===== config.mk =====
export PLATFORM = sky130hd
export DESIGN_NAME = gpio_irq_bank
export DESIGN_NICKNAME = d
export VERILOG_FILES = /design/src/rtl/gpio_bank_pkg.sv /design/src/rtl/gpio_setclr_reg.sv /design/src/rtl/gpio_sync.sv /design/src/rtl/gpio_irq_detect.sv /design/src/rtl/gpio_irq_bank.sv
export SDC_FILE = /design/constraint.sdc
export NUM_CORES = 1
export LEC_CHECK = 0
export BUFFER_PORTS_ARGS = -buffer_cell sky130_fd_sc_hd__buf_2
export CAP_MARGIN = 0
export CORE_MARGIN = 3
export CORE_UTILIZATION = 30
export DETAILED_ROUTE_END_ITERATION = 10
export SYNTH_ARGS = -nofsm -noshare
export SYNTH_HDL_FRONTEND = slang
export SYNTH_HIERARCHICAL = 1
export SYNTH_SLANG_ARGS = --single-unit

===== constraint.sdc =====
create_clock -name clk_i -period 1.5 [get_ports clk_i]
set_input_delay 0.15 -clock clk_i [delete_from_list [all_inputs] [get_ports clk_i]]
set_output_delay 0.15 -clock clk_i [all_outputs]
set_load 0.02 [all_outputs]

===== src/rtl/gpio_bank_pkg.sv =====
package gpio_bank_pkg;
  localparam int unsigned NREG  = 8;
  localparam int unsigned IDX_W = 4;

  typedef enum logic [1:0] {
    ALS_WR   = 2'd0,
    ALS_SET  = 2'd1,
    ALS_CLR  = 2'd2,
    ALS_NONE = 2'd3
  } alias_e;

  localparam logic [IDX_W-1:0] RI_DOUT = 4'd0;
  localparam logic [IDX_W-1:0] RI_DIN  = 4'd1;
  localparam logic [IDX_W-1:0] RI_DOE  = 4'd2;
  localparam logic [IDX_W-1:0] RI_SEL  = 4'd3;
  localparam logic [IDX_W-1:0] RI_IEN  = 4'd4;
  localparam logic [IDX_W-1:0] RI_LVL  = 4'd5;
  localparam logic [IDX_W-1:0] RI_POL  = 4'd6;
  localparam logic [IDX_W-1:0] RI_STAT = 4'd7;
endpackage


===== src/rtl/gpio_setclr_reg.sv =====
module gpio_setclr_reg #(
  parameter int unsigned W = 32
) (
  input  logic         clk_i,
  input  logic         rst_ni,
  input  logic         wr_i,
  input  logic         set_i,
  input  logic         clr_i,
  input  logic [W-1:0] data_i,
  output logic [W-1:0] q_o
);
  always_ff @(posedge clk_i or negedge rst_ni) begin
    if (!rst_ni)    q_o <= '0;
    else if (wr_i)  q_o <= data_i;
    else if (set_i) q_o <= q_o | data_i;
    else if (clr_i) q_o <= q_o & ~data_i;
  end

  AST_SET_ALIAS: assert property (@(posedge clk_i) disable iff (!rst_ni)
    $past(set_i) && !$past(wr_i) |-> (($past(data_i) & ~q_o) == '0));
  AST_CLR_ALIAS: assert property (@(posedge clk_i) disable iff (!rst_ni)
    $past(clr_i) && !$past(wr_i) && !$past(set_i) |-> ((q_o & $past(data_i)) == '0));
endmodule


===== src/rtl/gpio_sync.sv =====
module gpio_sync #(
  parameter int unsigned W      = 32,
  parameter int unsigned STAGES = 2
) (
  input  logic         clk_i,
  input  logic         rst_ni,
  input  logic [W-1:0] d_i,
  output logic [W-1:0] q_o
);
  logic [W-1:0] stg_q [STAGES];

  always_ff @(posedge clk_i or negedge rst_ni) begin
    if (!rst_ni) begin
      for (int i = 0; i < STAGES; i++) stg_q[i] <= '0;
    end else begin
      stg_q[0] <= d_i;
      for (int i = 1; i < STAGES; i++) stg_q[i] <= stg_q[i-1];
    end
  end

  assign q_o = stg_q[STAGES-1];
endmodule


===== src/rtl/gpio_irq_detect.sv =====
module gpio_irq_detect #(
  parameter int unsigned W = 32
) (
  input  logic         clk_i,
  input  logic         rst_ni,
  input  logic [W-1:0] din_i,
  input  logic [W-1:0] src_i,
  input  logic [W-1:0] lvl_i,
  input  logic [W-1:0] pol_i,
  input  logic [W-1:0] clr_i,
  output logic [W-1:0] stat_o,
  output logic [W-1:0] hit_o
);
  logic [W-1:0] prev_q;
  logic [W-1:0] rise, fall, lvl_act, edge_act;

  assign rise     = din_i & ~prev_q;
  assign fall     = ~din_i & prev_q;
  assign lvl_act  = ~(din_i ^ pol_i);
  assign edge_act = (pol_i & rise) | (~pol_i & fall);
  assign hit_o    = src_i & ((lvl_i & lvl_act) | (~lvl_i & edge_act));

  always_ff @(posedge clk_i or negedge rst_ni) begin
    if (!rst_ni) begin
      prev_q <= '0;
      stat_o <= '0;
    end else begin
      prev_q <= din_i;
      stat_o <= (stat_o & ~clr_i) | hit_o; // hardware set wins
    end
  end

  AST_STAT_SRC: assert property (@(posedge clk_i) disable iff (!rst_ni)
    ((stat_o & ~$past(stat_o) & ~$past(src_i)) == '0));
  AST_STAT_CLR_ONLY: assert property (@(posedge clk_i) disable iff (!rst_ni)
    (($past(stat_o) & ~stat_o & ~$past(clr_i)) == '0));
  AST_HW_WINS: assert property (@(posedge clk_i) disable iff (!rst_ni)
    (($past(hit_o) & ~stat_o) == '0));
endmodule


===== src/rtl/gpio_irq_bank.sv =====
module gpio_irq_bank
  import gpio_bank_pkg::*;
#(
  parameter int unsigned NPIN   = 32,
  parameter int unsigned ADDR_W = 6
) (
  input  logic              clk_i,
  input  logic              rst_ni,
  input  logic              bus_we_i,
  input  logic [ADDR_W-1:0] bus_addr_i,
  input  logic [NPIN-1:0]   bus_wdata_i,
  output logic [NPIN-1:0]   bus_rdata_o,
  input  logic [NPIN-1:0]   pin_i,
  output logic [NPIN-1:0]   pin_o,
  output logic [NPIN-1:0]   pin_oe_o,
  output logic              irq_o
);
  logic [IDX_W-1:0] idx;
  alias_e           als;
  logic [NPIN-1:0]  regs [NREG];
  logic [NPIN-1:0]  din, src, stat_clr, stat, hit;

  assign idx = bus_addr_i[ADDR_W-1:2];
  assign als = alias_e'(bus_addr_i[1:0]);

  for (genvar g = 0; g < int'(NREG); g++) begin : g_reg
    if (g != int'(RI_DIN) && g != int'(RI_STAT)) begin : g_rw
      logic hit_idx;
      assign hit_idx = bus_we_i && (idx == IDX_W'(g));
      gpio_setclr_reg #(.W(NPIN)) u_reg (
        .clk_i  (clk_i),
        .rst_ni (rst_ni),
        .wr_i   (hit_idx && als == ALS_WR),
        .set_i  (hit_idx && als == ALS_SET),
        .clr_i  (hit_idx && als == ALS_CLR),
        .data_i (bus_wdata_i),
        .q_o    (regs[g])
      );
    end
  end

  gpio_sync #(.W(NPIN), .STAGES(2)) u_sync (
    .clk_i  (clk_i),
    .rst_ni (rst_ni),
    .d_i    (pin_i),
    .q_o    (din)
  );

  assign regs[RI_DIN]  = din;
  assign regs[RI_STAT] = stat;
  assign src      = regs[RI_IEN] & regs[RI_SEL];
  assign stat_clr = (bus_we_i && idx == RI_STAT && als == ALS_CLR) ? bus_wdata_i : '0;

  gpio_irq_detect #(.W(NPIN)) u_det (
    .clk_i  (clk_i),
    .rst_ni (rst_ni),
    .din_i  (din),
    .src_i  (src),
    .lvl_i  (regs[RI_LVL]),
    .pol_i  (regs[RI_POL]),
    .clr_i  (stat_clr),
    .stat_o (stat),
    .hit_o  (hit)
  );

  always_comb begin
    bus_rdata_o = '0;
    for (int i = 0; i < int'(NREG); i++)
      if (idx == IDX_W'(i)) bus_rdata_o = regs[i];
  end

  assign pin_o    = regs[RI_DOUT];
  assign pin_oe_o = regs[RI_DOE];
  assign irq_o    = |(stat & regs[RI_IEN]);

  AST_OE_SET_DRIVES: assert property (@(posedge clk_i) disable iff (!rst_ni)
    $past(bus_we_i && idx == RI_DOE && als == ALS_SET) |->
    ((pin_oe_o & $past(bus_wdata_i)) == $past(bus_wdata_i)));
endmodule


# ---- After elaboration in Yosys (flattened, before gate mapping)
# Cells that the tools add are included.
dict set report totals {
  register_bits 320
  word_cells 114
  out_inout_bits 97
  in_bits 73
}
dict set report classes {
  reduce_logical 35
  eq_ne 9
  n_bitwise 33
  n_mux 27
}
# operator n
set op_table {}
lappend op_table {{$mux W32} 27}
lappend op_table {{$and A32 B32 Y32} 16}
lappend op_table {{$or A32 B32 Y32} 9}
lappend op_table {{$not A32 Y32} 7}
lappend op_table {{$reduce_or A32 Y1} 1}
lappend op_table {{$xor A32 B32 Y32} 1}
lappend op_table {{$logic_and A1 B1 Y1} 26}
lappend op_table {{$reduce_bool A3 Y1} 6}
lappend op_table {{$eq A4 B3 Y1 const B} 4}
lappend op_table {{$eq A4 B2 Y1 const B} 2}
lappend op_table {{$eq A4 B1 Y1 const B} 1}
lappend op_table {{$logic_not A4 Y1} 1}
lappend op_table {{$eq A2 B1 Y1 const B} 1}
lappend op_table {{$eq A2 B2 Y1 const B} 1}
lappend op_table {{$logic_not A2 Y1} 1}

# ---- Longest topological paths before layout
dict set report depth {
  word_depth 9
  ltp_mapped 11
  ltp_nobuf 6
}

# ---- Hierarchy
# Netlist, hierarchy kept.
# module area_each_um2 seq_area_each_um2 cells_per_inst instances
set modules_own_cells {}
lappend modules_own_cells {gpio_setclr_reg 1326.3 800.8 108 6}
lappend modules_own_cells {gpio_irq_bank 3404.5 0.0 464 1}
lappend modules_own_cells {gpio_irq_detect 2962.8 1601.5 288 1}
lappend modules_own_cells {gpio_sync 1841.8 1601.5 96 1}

# ---- Worst setup path after synthesis
# No wires, ideal clock.
dict set report synth_path {
  path_kind {input to register}
  startpoint {in bus_addr_i[2]}
  endpoint {reg with a tool-made name}
  stages 10
  arrival_time_ps 1658
  path_buffers 5
  path_slack_ps -280
  setup_time_ps 122
  t_required_ps 1378
  path_cell_list {buf_6 buf_12 buf_4 buf_4 nor2_1 nand2_1 nor2_1 buf_2 nand2_1 a32o_1}
}
# item line
set synth_lines {}
lappend synth_lines {{start, declared} gpio_irq_bank.sv:10} ;# input logic [ADDR_W-1:0] bus_addr_i,

# ---- Final worst setup path
dict set report layout_path {
  startpoint {reg u_det.stat_o[10]}
  endpoint {out irq_o}
}
dict set report layout_between {
  elab_chain_len 2
}
# item line
set layout_rtl {}
lappend layout_rtl {{start, declared} gpio_irq_detect.sv:11} ;# output logic [W-1:0] stat_o,
lappend layout_rtl {{start signal, assigned} gpio_irq_detect.sv:29} ;# stat_o <= (stat_o & ~clr_i) | hit_o;
lappend layout_rtl {{$and A32 B32 Y32} gpio_irq_bank.sv:74} ;# assign irq_o = |(stat & regs[RI_IEN]);
lappend layout_rtl {{$reduce_or A32 Y1} gpio_irq_bank.sv:74}
lappend layout_rtl {{end, declared} gpio_irq_bank.sv:16} ;# output logic irq_o
# Every way passes these cells.

==> results.toml <==
[timing]
setup_viol = 33
period_share_pct = 150
final-hold-violation-count = 0
maxSlewViolCount = 0
fin_setup_tns_ns = -14.35
skew_ns = 0.0145
fmaxAchievable_mhz = 443
worst_pin_slew_ns = 0.891
relSlewSlack_pct = 40.3
fin_ws_ns = -0.757
rsz0062_at_grt = "true"
min_period_ns = 2.26
whs_ns = 0.0303

[routing]
drtPass1Iterations = 5
wire_per_inst_um = 23.8
drc_errors = 0
dr_total_vias = 14400
wl_um = 61900
vias_per_cell = 5.53
final_antenna_net_count = 0
drtIter0Drc = 1585

[setup_path]
crit_path_start = "u_det/stat_o[10]$_DFF_PN0_"
worstPathMaxFanout = 2
worst_ep_required_time_ns = 1.35
crit_path_end_kind = "output pin"
crit_arrival_ns = 2.11
critPathKind = "register to output pin"
critPathLaunchType = "register"

[clock_network]
ctsLongestPathBuffers = 3
clk_latency_ns = 0.56
clock-sinks = 320
cts_made_buffers = 38
cts_root_buf = "clkbuf_16"
clkTransAtPathRegs_ns = 0.06
cts_tree = "built"
cts-htree-levels = 2

[floorplan]
initial_core_util_pct = 30.7
rows = 83
die_h_um = 237
dieArea_um2 = 56000
die_w_um = 237
core_area_um2 = 52000
ios = 170

[logic_synthesis]
syn-cell-area_um2 = 16000
syn_nets = 1537
netlist_instances = 1464
synth_warnings = 6
avgSynthCellArea_um2 = 10.9

[pwr]
intPower_w = 0.0207
clockPowerShare_pct = 32.0
pwr-share-comb_pct = 27.9
ir_worst_vdd_mv = 0.620
switching_share_pct = 30.7
p_switching_w = 0.00915
leakage_nw = 9.44
p_per_area_nw_per_um2 = 1330
p_seq_share_pct = 40.1

[place]
place_ws_ns = -0.449
dp_hpwl_um = 42700
placed_area_um2 = 19300
port_buffers = 169
place.gp.congestion = 0.909

[layout]
final_area_um2 = 22400
post-route-util_pct = 43.1
finalNetCount = 1966
layout-drive-gt1-share_pct = 36.6
area_delta_synth_final_pct = 40.3
multi_input_area_um2 = 7540
fillers = 4883
regArea_um2 = 8020

[global_route]
grt_overflow_total = 0
grt_pass1_vias = 14400
grt_max_degree = 64
grt_use_met3_pct = 3.83
met2_usage_pct = 33.7
met1_usage_pct = 29.7
antenna_found_initial = 3
grt_pass1_wl_um = 92800
grt-busiest-layer = "met2"
grt_usage_pct = 21.5

[run_status]
violations = "negative setup slack"
outcome = "finished, violations left"

[hold_path]
min_path_type = "input pin to async pin"

[run]
maxCapViolations = 0
[stage by stage]
step	total power [W]	cells
2_1_floorplan	0.0153	1464
3_3_place_gp	0.0189	2442
3_5_place_dp	0.0191	2442
4_1_cts	0.0296	2589
5_1_grt	0.0310	2602
6_report	0.0298	2603
[worst paths after layout]
check | to | slack (ns) | cells past startpoint
setup / recovery | irq_o | -0.76 | 4
hold / removal | u_sync/stg_q[42]$_DFF_PN0_ | 0.03 | 2
setup reg to reg | u_det/stat_o[7]$_DFF_PN0_ | 0.32 | 4
hold reg to reg | u_sync/q_o[19]$_DFF_PN0_ | 0.35 | 0
max in group asynchronous | async pin | 0.78 | 4
min in group clk_i | register | 0.03 | 2
[worst max-delay path: stages (launching register included)]
cell	delay (ns)
dfrtp_1	0.43
a22oi_2	0.26
nand4_1	0.13
or4_4	0.58
buf_6	0.16
[power groups by stage]
stage / clock (W) / sequential (W) / combinational, W
after floorplan: 0 / 0.0119 / 0.00335
after global placement: 0 / 0.0119 / 0.00692
after detailed placement: 0 / 0.0120 / 0.00708
after CTS: 0.00976 / 0.0119 / 0.00797
after global routing: 0.0101 / 0.0121 / 0.00887
final: 0.00953 / 0.0120 / 0.00831
[routing by layer]
| metal | vias up | routed length, um |
|---|---|---|
| met1 | 7321 | 26500 |
| met5 | - | 47 |
| li1 | 6317 | - |
| met4 | 6 | 2300 |
| met2 | 627 | 28100 |
| met3 | 135 | 5000 |
[cell type report]
class,instances,share of cell area (%)
well taps,680,3.80
clock inverters,9,0.436
repair buffers,525,20.2
multi-input cells,958,33.6
diodes,1,0.0112
inverters,50,0.838
clock buffers,60,5.30
flip-flops and latches,320,35.8
[repair_timing]
action / 4_1_cts / 5_1_grt
setup buffers: 30 / 17
setup endpoints to repair: 33 / 33
endpoints found under the hold margin: 448 / 0
pin swaps: 52 / 27
hold buffers: 54 / 0
resized for setup: 154 / 68
[cell usage in the layout, fill, tap and decap left out, drive strengths merged, types with 24 or more instances in the layout]
| master | count |
|---|---|
| clkbuf | 61 |
| dfrtp | 320 |
| nor2 | 47 |
| mux2 | 25 |
| dlygate4sd3 | 54 |
| and2 | 64 |
| buf | 470 |
| a22o | 34 |
| a32o | 192 |
| o21bai | 33 |
| o22ai | 47 |
| a21oi | 24 |
| nand2 | 243 |
| nor2b | 61 |
| inv | 50 |
No activity file was read; power rests on OpenSTA's default activity.
